## config.mk

```make
export PLATFORM = sky130hd
export DESIGN_NAME = nand_ecc_acc
export DESIGN_NICKNAME = d
export VERILOG_FILES = /design/src/rtl/nand_ecc_pkg.sv /design/src/rtl/nand_ecc_chunk.sv /design/src/rtl/nand_ecc_bank.sv /design/src/rtl/nand_ecc_acc.sv
export SDC_FILE = /design/constraint.sdc
export NUM_CORES = 1
export LEC_CHECK = 0
export BUFFER_PORTS_ARGS = -buffer_cell sky130_fd_sc_hd__buf_2
export CORE_MARGIN = 4
export CORE_UTILIZATION = 57
export DETAILED_ROUTE_END_ITERATION = 12
export GPL_TIMING_DRIVEN = 1
export PLACE_DENSITY = 0.73
export SETUP_SLACK_MARGIN = 0.02
export SLEW_MARGIN = 15
export SYNTH_ARGS = -nofsm -noshare
export SYNTH_HDL_FRONTEND = slang
export SYNTH_SLANG_ARGS = --single-unit
```

## constraint.sdc

```tcl
create_clock -name clk -period 3.9 [get_ports clk]
set_input_delay 0.585 -clock clk [delete_from_list [all_inputs] [get_ports clk]]
set_output_delay 0.585 -clock clk [all_outputs]
set_load 0.1 [all_outputs]
```

## src/rtl/nand_ecc_pkg.sv

```systemverilog
package nand_ecc_pkg;

    typedef enum logic [1:0] {
        ECC_OFF   = 2'b00,
        ECC_ACC   = 2'b01,
        ECC_READ  = 2'b10,
        ECC_CLEAR = 2'b11
    } ecc_mode_e;

    localparam int ADDR_W = 8;
    localparam int LP_W   = 2 * ADDR_W;
    localparam int CODE_W = 24;

    typedef struct packed {
        logic [ADDR_W-1:0] cnt;
        logic [LP_W-1:0]   lp;
        logic [7:0]        col;
    } acc_s;

    // column parity terms {CP5..CP0, 2'b00} of an XOR-folded byte
    function automatic logic [7:0] col_terms(input logic [7:0] x);
        logic [5:0] cp;
        cp[0] = x[0] ^ x[2] ^ x[4] ^ x[6];
        cp[1] = x[1] ^ x[3] ^ x[5] ^ x[7];
        cp[2] = x[0] ^ x[1] ^ x[4] ^ x[5];
        cp[3] = x[2] ^ x[3] ^ x[6] ^ x[7];
        cp[4] = ^x[3:0];
        cp[5] = ^x[7:4];
        return {cp, 2'b00};
    endfunction

endpackage

```

## src/rtl/nand_ecc_chunk.sv

```systemverilog
module nand_ecc_chunk
    import nand_ecc_pkg::*;
(
    input  logic              clk,
    input  logic              rst_n,
    input  logic              clr_i,
    input  logic              en_i,
    input  logic [7:0]        data_i,
    output logic              done_o,
    output logic [CODE_W-1:0] code_o
);

    localparam logic [ADDR_W-1:0] LAST_ADDR = '1;

    acc_s st_d, st_q;
    logic [LP_W-1:0] lp_upd;
    logic [7:0]      col_upd;
    logic            par;

    always_comb begin
        st_d    = st_q;
        done_o  = 1'b0;
        par     = ^data_i;
        col_upd = st_q.col ^ data_i;
        lp_upd  = st_q.lp;
        for (int k = 0; k < ADDR_W; k++) begin
            lp_upd[2*k+1] = lp_upd[2*k+1] ^ (par & st_q.cnt[k]);
            lp_upd[2*k]   = lp_upd[2*k]   ^ (par & ~st_q.cnt[k]);
        end
        code_o = {~col_terms(col_upd), ~lp_upd[15:8], ~lp_upd[7:0]};
        if (clr_i) begin
            st_d = '0;
        end else if (en_i) begin
            if (st_q.cnt == LAST_ADDR) begin
                done_o = 1'b1;
                st_d   = '0;
            end else begin
                st_d.cnt = st_q.cnt + 1'b1;
                st_d.lp  = lp_upd;
                st_d.col = col_upd;
            end
        end
    end

    always_ff @(posedge clk or negedge rst_n) begin
        if (!rst_n) st_q <= '0;
        else        st_q <= st_d;
    end

    p_clear_zero_r2: assert property (@(posedge clk) disable iff (!rst_n)
        clr_i |=> (st_q.cnt == '0 && st_q.lp == '0 && st_q.col == '0));

    p_idle_hold_r3: assert property (@(posedge clk) disable iff (!rst_n)
        (!en_i && !clr_i) |=> $stable(st_q));

    p_wrap_r4: assert property (@(posedge clk) disable iff (!rst_n)
        (en_i && !clr_i && st_q.cnt == LAST_ADDR) |=> (st_q.cnt == '0));

endmodule

```

## src/rtl/nand_ecc_bank.sv

```systemverilog
module nand_ecc_bank
    import nand_ecc_pkg::*;
#(
    parameter int NUM_CHUNKS = 8
) (
    input  logic              clk,
    input  logic              rst_n,
    input  logic              clr_i,
    input  logic              wr_i,
    input  logic [CODE_W-1:0] code_i,
    input  logic              rd_mode_i,
    input  logic              rd_step_i,
    output logic              full_o,
    output logic [7:0]        byte_o
);

    localparam int IDX_W = $clog2(NUM_CHUNKS);
    localparam logic [IDX_W:0] END_IDX = (IDX_W+1)'(NUM_CHUNKS);

    typedef struct packed {
        logic [NUM_CHUNKS-1:0][CODE_W-1:0] slot;
        logic [IDX_W:0]                    wr_idx;
        logic [IDX_W:0]                    rd_chunk;
        logic [1:0]                        rd_pos;
    } bank_s;

    bank_s st_d, st_q;
    logic [CODE_W-1:0] cur;

    always_comb begin
        st_d   = st_q;
        full_o = (st_q.wr_idx == END_IDX);
        if (clr_i) begin
            st_d.slot   = '1;
            st_d.wr_idx = '0;
        end else if (wr_i && !full_o) begin
            st_d.slot[st_q.wr_idx[IDX_W-1:0]] = code_i;
            st_d.wr_idx = st_q.wr_idx + 1'b1;
        end
        if (!rd_mode_i) begin
            st_d.rd_chunk = '0;
            st_d.rd_pos   = '0;
        end else if (rd_step_i && st_q.rd_chunk != END_IDX) begin
            if (st_q.rd_pos == 2'd2) begin
                st_d.rd_pos   = '0;
                st_d.rd_chunk = st_q.rd_chunk + 1'b1;
            end else begin
                st_d.rd_pos = st_q.rd_pos + 1'b1;
            end
        end
        cur = st_q.slot[st_q.rd_chunk[IDX_W-1:0]];
        if (st_q.rd_chunk == END_IDX) begin
            byte_o = 8'hFF;
        end else begin
            case (st_q.rd_pos)
                2'd0:    byte_o = cur[15:8];
                2'd1:    byte_o = cur[7:0];
                default: byte_o = cur[23:16];
            endcase
        end
    end

    always_ff @(posedge clk or negedge rst_n) begin
        if (!rst_n) begin
            st_q.slot     <= '1;
            st_q.wr_idx   <= '0;
            st_q.rd_chunk <= '0;
            st_q.rd_pos   <= '0;
        end else begin
            st_q <= st_d;
        end
    end

    always_comb begin
        if (rst_n) assert (st_q.rd_pos != 2'd3);
    end

    p_slot_adv_r4: assert property (@(posedge clk) disable iff (!rst_n)
        (wr_i && !clr_i && st_q.wr_idx != END_IDX)
            |=> (st_q.wr_idx == (IDX_W+1)'($past(st_q.wr_idx) + 1'b1)));

    p_full_hold_r10: assert property (@(posedge clk) disable iff (!rst_n)
        (st_q.wr_idx == END_IDX && !clr_i) |=> (st_q.wr_idx == END_IDX));

    p_restart_r8: assert property (@(posedge clk) disable iff (!rst_n)
        !rd_mode_i |=> (st_q.rd_chunk == '0 && st_q.rd_pos == '0));

    p_read_sat_r9: assert property (@(posedge clk) disable iff (!rst_n)
        (rd_mode_i && st_q.rd_chunk == END_IDX) |=> (st_q.rd_chunk == END_IDX));

endmodule

```

## src/rtl/nand_ecc_acc.sv

```systemverilog
module nand_ecc_acc
    import nand_ecc_pkg::*;
#(
    parameter int NUM_CHUNKS = 8
) (
    input  logic       clk,
    input  logic       rst_n,
    input  logic [1:0] ecc_mode_i,
    input  logic       xfer_valid_i,
    input  logic [7:0] xfer_data_i,
    input  logic       rd_strobe_i,
    output logic [7:0] ecc_byte_o
);

    ecc_mode_e         mode;
    logic              clr, acc_en, rd_mode, full, done;
    logic [CODE_W-1:0] code;
    logic [7:0]        rd_byte;

    always_comb begin
        mode    = ecc_mode_e'(ecc_mode_i);
        clr     = (mode == ECC_CLEAR);
        rd_mode = (mode == ECC_READ);
        acc_en  = (mode == ECC_ACC) && xfer_valid_i && !full;
        ecc_byte_o = rd_mode ? rd_byte : 8'h00;
    end

    nand_ecc_chunk u_chunk (
        .clk    (clk),
        .rst_n  (rst_n),
        .clr_i  (clr),
        .en_i   (acc_en),
        .data_i (xfer_data_i),
        .done_o (done),
        .code_o (code)
    );

    nand_ecc_bank #(.NUM_CHUNKS(NUM_CHUNKS)) u_bank (
        .clk       (clk),
        .rst_n     (rst_n),
        .clr_i     (clr),
        .wr_i      (done),
        .code_i    (code),
        .rd_mode_i (rd_mode),
        .rd_step_i (rd_strobe_i),
        .full_o    (full),
        .byte_o    (rd_byte)
    );

    p_no_store_when_full_r10: assert property (@(posedge clk) disable iff (!rst_n)
        full |-> !done);

endmodule

```

==> results of run 1 <==
## final cells by class
cell class                      instances  area (um2)  share of cell area, %
Timing Repair Buffer                   54         388                   2.98
Sequential cell                       226        5890                   45.2
Inverter                               14        52.6                  0.404
Clock inverter                         11         139                   1.07
Clock buffer                           34         731                   5.61
Tap cell                              270         338                   2.59
Multi-Input combinational cell        796        5480                   42.1
## worst min path at each step
stage	start	end	slack [ps]	cells past startpoint
after global placement	u_bank.st_q[53]	u_bank.st_q[53]	470	1
final	rst_n	u_bank.st_q[2]	180	1
after global routing	rst_n	u_bank.st_q[3]	260	1
after CTS	rst_n	u_bank.st_q[2]	240	1
after floorplan	rst_n	u_bank.st_q[0]	290	0
after detailed placement	u_bank.st_q[52]	u_bank.st_q[52]	470	1
## power groups by stage
stage               Combinational [uW]  Clock, uW  Sequential, uW
floorplan                          511          0            2480
global placement                   692          0            2500
global route                       768       2620            2480
detailed placement                 701          0            2510
finish                             708       2490            2470
CTS                                701       2510            2470
## sequential cells by signal, indices dropped and copies added (netlist names)
| register | flops |
|---|---|
| u_bank.st_q | 194 |
| u_chunk.st_q | 32 |
## layout by cell type, fill, tap and decap left out, drive strengths merged, types with 6 or more instances in the layout
cell type | Yosys | routed
o21ai | 212 | 212
dfstp | 184 | 184
mux2i | 75 | 75
o31ai | 61 | 61
buf | 34 | 54
nand3 | 49 | 49
nand2 | 46 | 46
nor3 | 45 | 45
dfrtp | 42 | 42
xnor2 | 36 | 36
nor2 | 34 | 34
a22oi | 34 | 34
clkbuf | 69 | 34
o311ai | 33 | 33
a21oi | 24 | 24
o211ai | 22 | 22
or4 | 16 | 16
a21boi | 16 | 16
inv | 14 | 15
a31oi | 14 | 14
mux4 | 12 | 12
o22ai | 8 | 8
nand4 | 6 | 6
xor2 | 6 | 6
## what timing repair did
action / in CTS / in global routing
setup buffers: 0 / 1
hold buffers: 0 / 0
endpoints found under the setup margin: 0 / 2
resized for setup: 0 / 0
## per-stage QoR
step,total power [uW],hold WS (ps)
finish,5670,178
global route,5860,263
CTS,5680,239
detailed placement,3210,474
global placement,3200,470
floorplan,2990,289
## cell families after synthesis
| group | count (synthesis) | share of synthesized area [%] |
|---|---|---|
| AOI/OAI and AO/OA | 430 | 22.9 |
| buffers and inverters | 117 | 4.25 |
| and+or+nand+nor | 232 | 10.9 |
| xor gates and xnor gates | 42 | 3.17 |
| DFF | 226 | 49.7 |
| muxes | 87 | 8.61 |
| adders and majority gates | 5 | 0.528 |
## layer usage
metal	global-route usage, %	wire length, um	up-vias
met5	0	0	-
met4	6.64	755	0
met3	5.79	2650	63
met2	40.7	14300	437
met1	40.9	14300	4705
li1	-	-	4243
==> run_results.csv, run 1 <==
group,metric,value,unit
clock_network,cts.path.max_buffers,3,
global_routing,grt_start_max_net_pins,137,
clock_network,clkTransAtPathRegs,60,ps
place,io_buffer_count,21,
sta,hold_viol,0,
route,vias,9448,
yosys,synthesis.yosys.warnings,0,
worst_setup_path,worst_ep_arrival_time,2930,ps
worst_setup_path,type_of_the_worst_setup_path,"register to output port",
global_routing,number_of_antenna_violations_at_the_first_check_in_global_routing,0,
yosys,synth_async_sr_flop_share,100,%
layout,final-instance-count-excl-fill,1405,
place,pre_cts_slack,703,ps
layout,layout-drive-gt1-share,28.4,%
clock_network,htree_levels,1,
yosys,postSynthRegisterBits,226,
route,avgViaCountPerCell,6.72,
floorplanning,dieArea,0.0232,mm2
sta,report.final.setup_viol,0,
sta,fin_worst_skew,11.8,ps
sta,unrepaired_setup_endpoints_after_global_routing,"false",
worst_setup_path,critical-path-slowest-cell,"sky130_fd_sc_hd__dfrtp_4",
yosys,synth.top_cells.by_count,"211 x sky130_fd_sc_hd__o21ai_0, 184 x sky130_fd_sc_hd__dfstp_2, 75 x sky130_fd_sc_hd__mux2i_1",
sta,timing_worst_slew_pin_value,1050,ps
yosys,mappedNetlistArea,0.0119,mm2
pwr,combinationalPowerShare,12.5,%
floorplanning,initial_core_util,58.2,%
worst_setup_path,max_stage_delay,790,ps
clock_network,cts_buffers,25,
worst_setup_path,worstReg2RegStart,"u_bank.st_q[6]",
worst_setup_path,r2r_slack,730,ps
worst_setup_path,critical-path-top-delay-family,"flip-flops",
floorplanning,floorplan.io_pins,22,
sta,min_period_over_period,90.2,%
global_routing,grt_pass1_vias,9252,
route,totalWireLength,32100,um
route,post_drt_wl_per_cell,22.8,um
place,dpl.cell_count,1359,
worst_setup_path,r2r.worst_path.cells,8,
pwr,powerDensity,435,mW/mm2
job,max-cap-violations,0,
pwr,power.share.clock,43.9,%
global_routing,total_grt_usage,27.2,%
global_routing,grt_overflow_total,0,
yosys,synthesis.nets,1158,
pwr,power_report.internal_total,4100,uW
sta,maxClockFrequency,0.284,GHz
route,drtPass1Iterations,6,
floorplanning,die_h,152,um
yosys,synth-seq-area-share,49.7,%
worst_setup_path,destination_of_the_worst_register_to_register_timing_path,"u_bank.st_q[88]",
pwr,worst_ir_drop_vdd,0.286,mV
yosys,synth_cell_type_count,52,
worst_setup_path,timing.critical_path.from,"u_bank.st_q[2]",
worst_setup_path,critical_path_peak_fanout,26,
floorplanning,cell_rows,52,
yosys,synth_largest_type_area_fraction,40.8,%
yosys,post_syn_instances,1139,
worst_setup_path,list_of_cells_traversed_by_the_critical_path,"buf_12, mux2i_1, a22oi_1, a31oi_1, or2_2, nand2_1, buf_2",
place,post_dp_cell_area,0.0121,mm2
yosys,synth_top_flop_cell,"sky130_fd_sc_hd__dfstp_2",
sta,setup_total_negative_slack,0,ps
clock_network,clock_sinks,226,
layout,num-nets-final,1136,
layout,finalInstanceArea,0.0130,mm2
yosys,synthMostInstantiatedCell,"sky130_fd_sc_hd__o21ai_0",
yosys,count_of_flip_flops_with_a_built_in_enable_after_synthesis,0,
sta,max_slew_margin,29.9,%
sta,final_critical_path_setup_slack,380,ps
yosys,largest_cells_by_area_after_synthesis,"sky130_fd_sc_hd__dfstp_2 41%, sky130_fd_sc_hd__o21ai_0 8.9%, sky130_fd_sc_hd__dfrtp_1 8.9%",
route,antenna_left,0,
pwr,switching_power_summed_over_all_nets,1570,uW
yosys,yosysTopAreaCell,"sky130_fd_sc_hd__dfstp_2",
route,detail_route.iter0.violations,1036,
worst_hold_path,hold_class,"primary input to async pin",
place,dp.final_hpwl,20100,um
layout,final.fill_count,1609,
clock_network,cts_tree,"yes",
pwr,power_switching_share,27.7,%
sta,finalCriticalPeriod,3520,ps
worst_setup_path,timing.critical_path.from_type,"register",
pwr,seq_power_share,43.6,%
route,drc,0,
worst_setup_path,cp-end-kind,"output port",
global_routing,grt_first_pass_wirelength,51900,um
layout,area_growth_syn_to_layout,9.86,%
pwr,cellLeakagePower,0.00456,uW
worst_setup_path,critical_path.endpoint,"ecc_byte_o[1]",
layout,count_of_antenna_diodes_in_the_layout,0,
worst_setup_path,worst-path-buf-inv,2,
clock_network,ctsRootBufferMaster,"sky130_fd_sc_hd__clkbuf_16",
floorplanning,area_inside_the_core_boundary,0.0204,mm2
sta,final_max_slew_viol_count,0,
floorplanning,die_w,152,um
yosys,syn-mean-instance-area,10.4,um2
worst_setup_path,path_depth,7,
layout,finish.utilization,63.9,%
place,globalplace.congestion,0.830,
worst_setup_path,required,3310,ps
status,run_status,"finished, final reports clean",
clock_network,insertion_delay,520,ps
Note: power is estimated with default switching activity, not from simulation.
==> run 2: changes to the inputs <==
--- a/config.mk
+++ b/config.mk
@@ -8,3 +8,3 @@
 export BUFFER_PORTS_ARGS = -buffer_cell sky130_fd_sc_hd__buf_2
-export CORE_MARGIN = 4
+export CORE_MARGIN = 2
 export CORE_UTILIZATION = 57
--- a/constraint.sdc
+++ b/constraint.sdc
@@ -3,2 +3,2 @@
 set_output_delay 0.585 -clock clk [all_outputs]
-set_load 0.1 [all_outputs]
+set_load 0.02 [all_outputs]
==> run 2 against run 1 <==
  * Clock skew increased by 10 ps
  * Clock power decreased by 2%
  * First-iteration DRC count decreased by 3.3%
  * Global-route usage increased by 2.7 points
  * Setup slack got worse by 16 ps
  * Routed wire length increased by 0.99%
  * Power decreased by 0.66%
  * Sequential share of layout area about the same
  * Fmax decreased by 0.45%
  * Critical path type unchanged
  * Largest cell class unchanged
  * Highest routed layer unchanged
==> run_results.csv, run 2 (synthesis gave the netlist of run 1 again) <==
group,metric,value,unit
sta,timing.hold.ws,132,ps
clock_network,clkTransAtPathRegs,60,ps
worst_setup_path,destination_of_the_worst_register_to_register_timing_path,"u_bank.st_q[5]",
sta,final_critical_path_setup_slack,364,ps
layout,final-seq-area,0.00589,mm2
route,vias,9432,
sta,maxClockFrequency,0.283,GHz
clock_network,cts_tree,"yes",
sta,max_slew_margin,36.6,%
route,post_drt_wl_per_cell,23.1,um
layout,reg_top3,"u_bank.st_q: 194 flops, u_chunk.st_q: 32 flops",
pwr,worst_ir_drop_vdd,0.343,mV
floorplanning,floorplan.io_pins,22,
floorplanning,area_inside_the_core_boundary,0.0203,mm2
route,antenna_left,0,
global_routing,grt_overflow_total,0,
job,max-cap-violations,0,
clock_network,clock_sinks,226,
pwr,powerDensity,433,mW/mm2
floorplanning,die_h,148,um
floorplanning,cell_rows,52,
layout,finalInstanceArea,0.0130,mm2
sta,unrepaired_setup_endpoints_after_global_routing,"false",
pwr,design_power_total,5630,uW
worst_setup_path,worst_ep_arrival_time,2950,ps
pwr,cellLeakagePower,0.00456,uW
sta,finalCriticalPeriod,3540,ps
clock_network,cts_buffers,25,
place,io_buffer_count,21,
pwr,power_switching_share,27.4,%
global_routing,grt_start_max_net_pins,121,
place,pre_cts_slack,1010,ps
clock_network,htree_levels,1,
pwr,power.share.clock,43.5,%
layout,area_growth_syn_to_layout,9.78,%
clock_network,cts_resized,0,
status,run_status,"finished, final reports clean",
layout,largest_reg_flops,194,
worst_setup_path,critical_path.endpoint,"ecc_byte_o[2]",
pwr,power_report.internal_total,4080,uW
place,dp.final_hpwl,20800,um
layout,num-nets-final,1136,
layout,most_common_cell_after_layout_fill_and_taps_aside,"sky130_fd_sc_hd__o21ai_0",
sta,hold_viol,0,
worst_setup_path,type_of_the_worst_setup_path,"register to output port",
floorplanning,dieArea,0.0220,mm2
worst_setup_path,required,3310,ps
layout,layout-drive-gt1-share,28.4,%
global_routing,total_grt_usage,29.9,%
floorplanning,initial_core_util,58.4,%
global_routing,grt_pass1_vias,9077,
sta,final_max_slew_viol_count,0,
pwr,combinationalPowerShare,12.5,%
route,drtPass1Iterations,5,
global_routing,number_of_antenna_violations_at_the_first_check_in_global_routing,0,
layout,count_of_antenna_diodes_in_the_layout,0,
sta,fin_worst_skew,22.3,ps
worst_setup_path,critical_path_peak_fanout,16,
sta,min_period_over_period,90.7,%
sta,setup_total_negative_slack,0,ps
place,post_dp_cell_area,0.0121,mm2
worst_setup_path,timing.critical_path.from,"u_bank.st_q[4]",
layout,multi_input_area,0.00548,mm2
worst_setup_path,timing.critical_path.from_type,"register",
route,avgViaCountPerCell,6.71,
clock_network,insertion_delay,530,ps
pwr,switching_power_summed_over_all_nets,1540,uW
layout,commonest_cells_after_routing_fill_and_taps_aside,"211 x sky130_fd_sc_hd__o21ai_0, 184 x sky130_fd_sc_hd__dfstp_2, 75 x sky130_fd_sc_hd__mux2i_1, 61 x sky130_fd_sc_hd__o31ai_1, 49 x sky130_fd_sc_hd__nand3_1",
layout,final.fill_count,1660,
worst_setup_path,r2r.worst_path.cells,8,
route,detail_route.iter0.violations,1002,
layout,top_register,"u_bank.st_q",
route,totalWireLength,32400,um
place,globalplace.congestion,0.850,
route,drc,0,
global_routing,grt_first_pass_wirelength,52000,um
sta,timing_worst_slew_pin_value,950,ps
pwr,seq_power_share,44.0,%
worst_hold_path,hold_class,"primary input to async pin",
sta,report.final.setup_viol,0,
clock_network,holdBufCountCts,0,
clock_network,number_of_buffers_added_for_setup_after_cts,0,
clock_network,cts.path.max_buffers,3,
worst_setup_path,r2r_slack,1050,ps
clock_network,ctsRootBufferMaster,"sky130_fd_sc_hd__clkbuf_16",
worst_setup_path,worstReg2RegStart,"u_bank.st_q[2]",
worst_setup_path,cp-end-kind,"output port",
floorplanning,die_w,148,um
## run 2: cell types whose count changed in the layout (fill, tap and decap cells not counted)
cell / delta
sky130_fd_sc_hd__bufinv_16: -2
sky130_fd_sc_hd__clkbuf_16: +2
sky130_fd_sc_hd__clkbuf_8: +2
sky130_fd_sc_hd__clkinvlp_4: -2
sky130_fd_sc_hd__buf_12: -1
sky130_fd_sc_hd__buf_4: +1
## run 2: final cells by class
cell class              instances  share of cell area, %
repair buffers                 54                   2.89
clock inverters                 7                  0.490
multi-input cells             796                   42.1
flip-flops and latches        226                   45.3
inverters                      14                  0.404
clock buffers                  38                   6.21
well taps                     270                   2.60
## run 2: power groups by stage
stage	clock network (uW)	registers [uW]	logic, uW
4_1_cts	2480	2470	694
3_3_place_gp	0	2500	683
3_5_place_dp	0	2510	691
6_report	2450	2480	703
2_1_floorplan	0	2480	481
5_1_grt	2570	2480	762
## run 2: critical path, stage by stage (launching register included)
cell and delay, ps:
sky130_fd_sc_hd__dfrtp_1 750, sky130_fd_sc_hd__and2_1 770, sky130_fd_sc_hd__a22oi_1 200, sky130_fd_sc_hd__a31oi_1 320, sky130_fd_sc_hd__a31oi_1 170, sky130_fd_sc_hd__buf_2 200
## run 2: how the worst min path moves through the flow
| stage | cells after the start | to | from |
|---|---|---|---|
| floorplan | 0 | u_bank.st_q[0] | rst_n |
| global placement | 1 | u_bank.st_q[53] | u_bank.st_q[53] |
| detailed placement | 1 | u_bank.st_q[53] | u_bank.st_q[53] |
| CTS | 1 | u_bank.st_q[3] | rst_n |
| global route | 1 | u_bank.st_q[2] | rst_n |
| finish | 1 | u_bank.st_q[2] | rst_n |
## run 2: metal layers
layer	track usage, %	vias to the layer above	wire length (um)
met1	43.9	4707	14300
met5	0	-	0
li1	-	4250	-
met2	45.4	414	14800
met3	6.84	61	2660
met4	7.14	0	636
## run 2: per-stage QoR
stage                     utilization, %  instances
final                               64.1       1405
after global placement              59.8       1360
after global routing                64.1       1405
after floorplan                        -       1139
after detailed placement            59.8       1360
after CTS                           64.1       1405
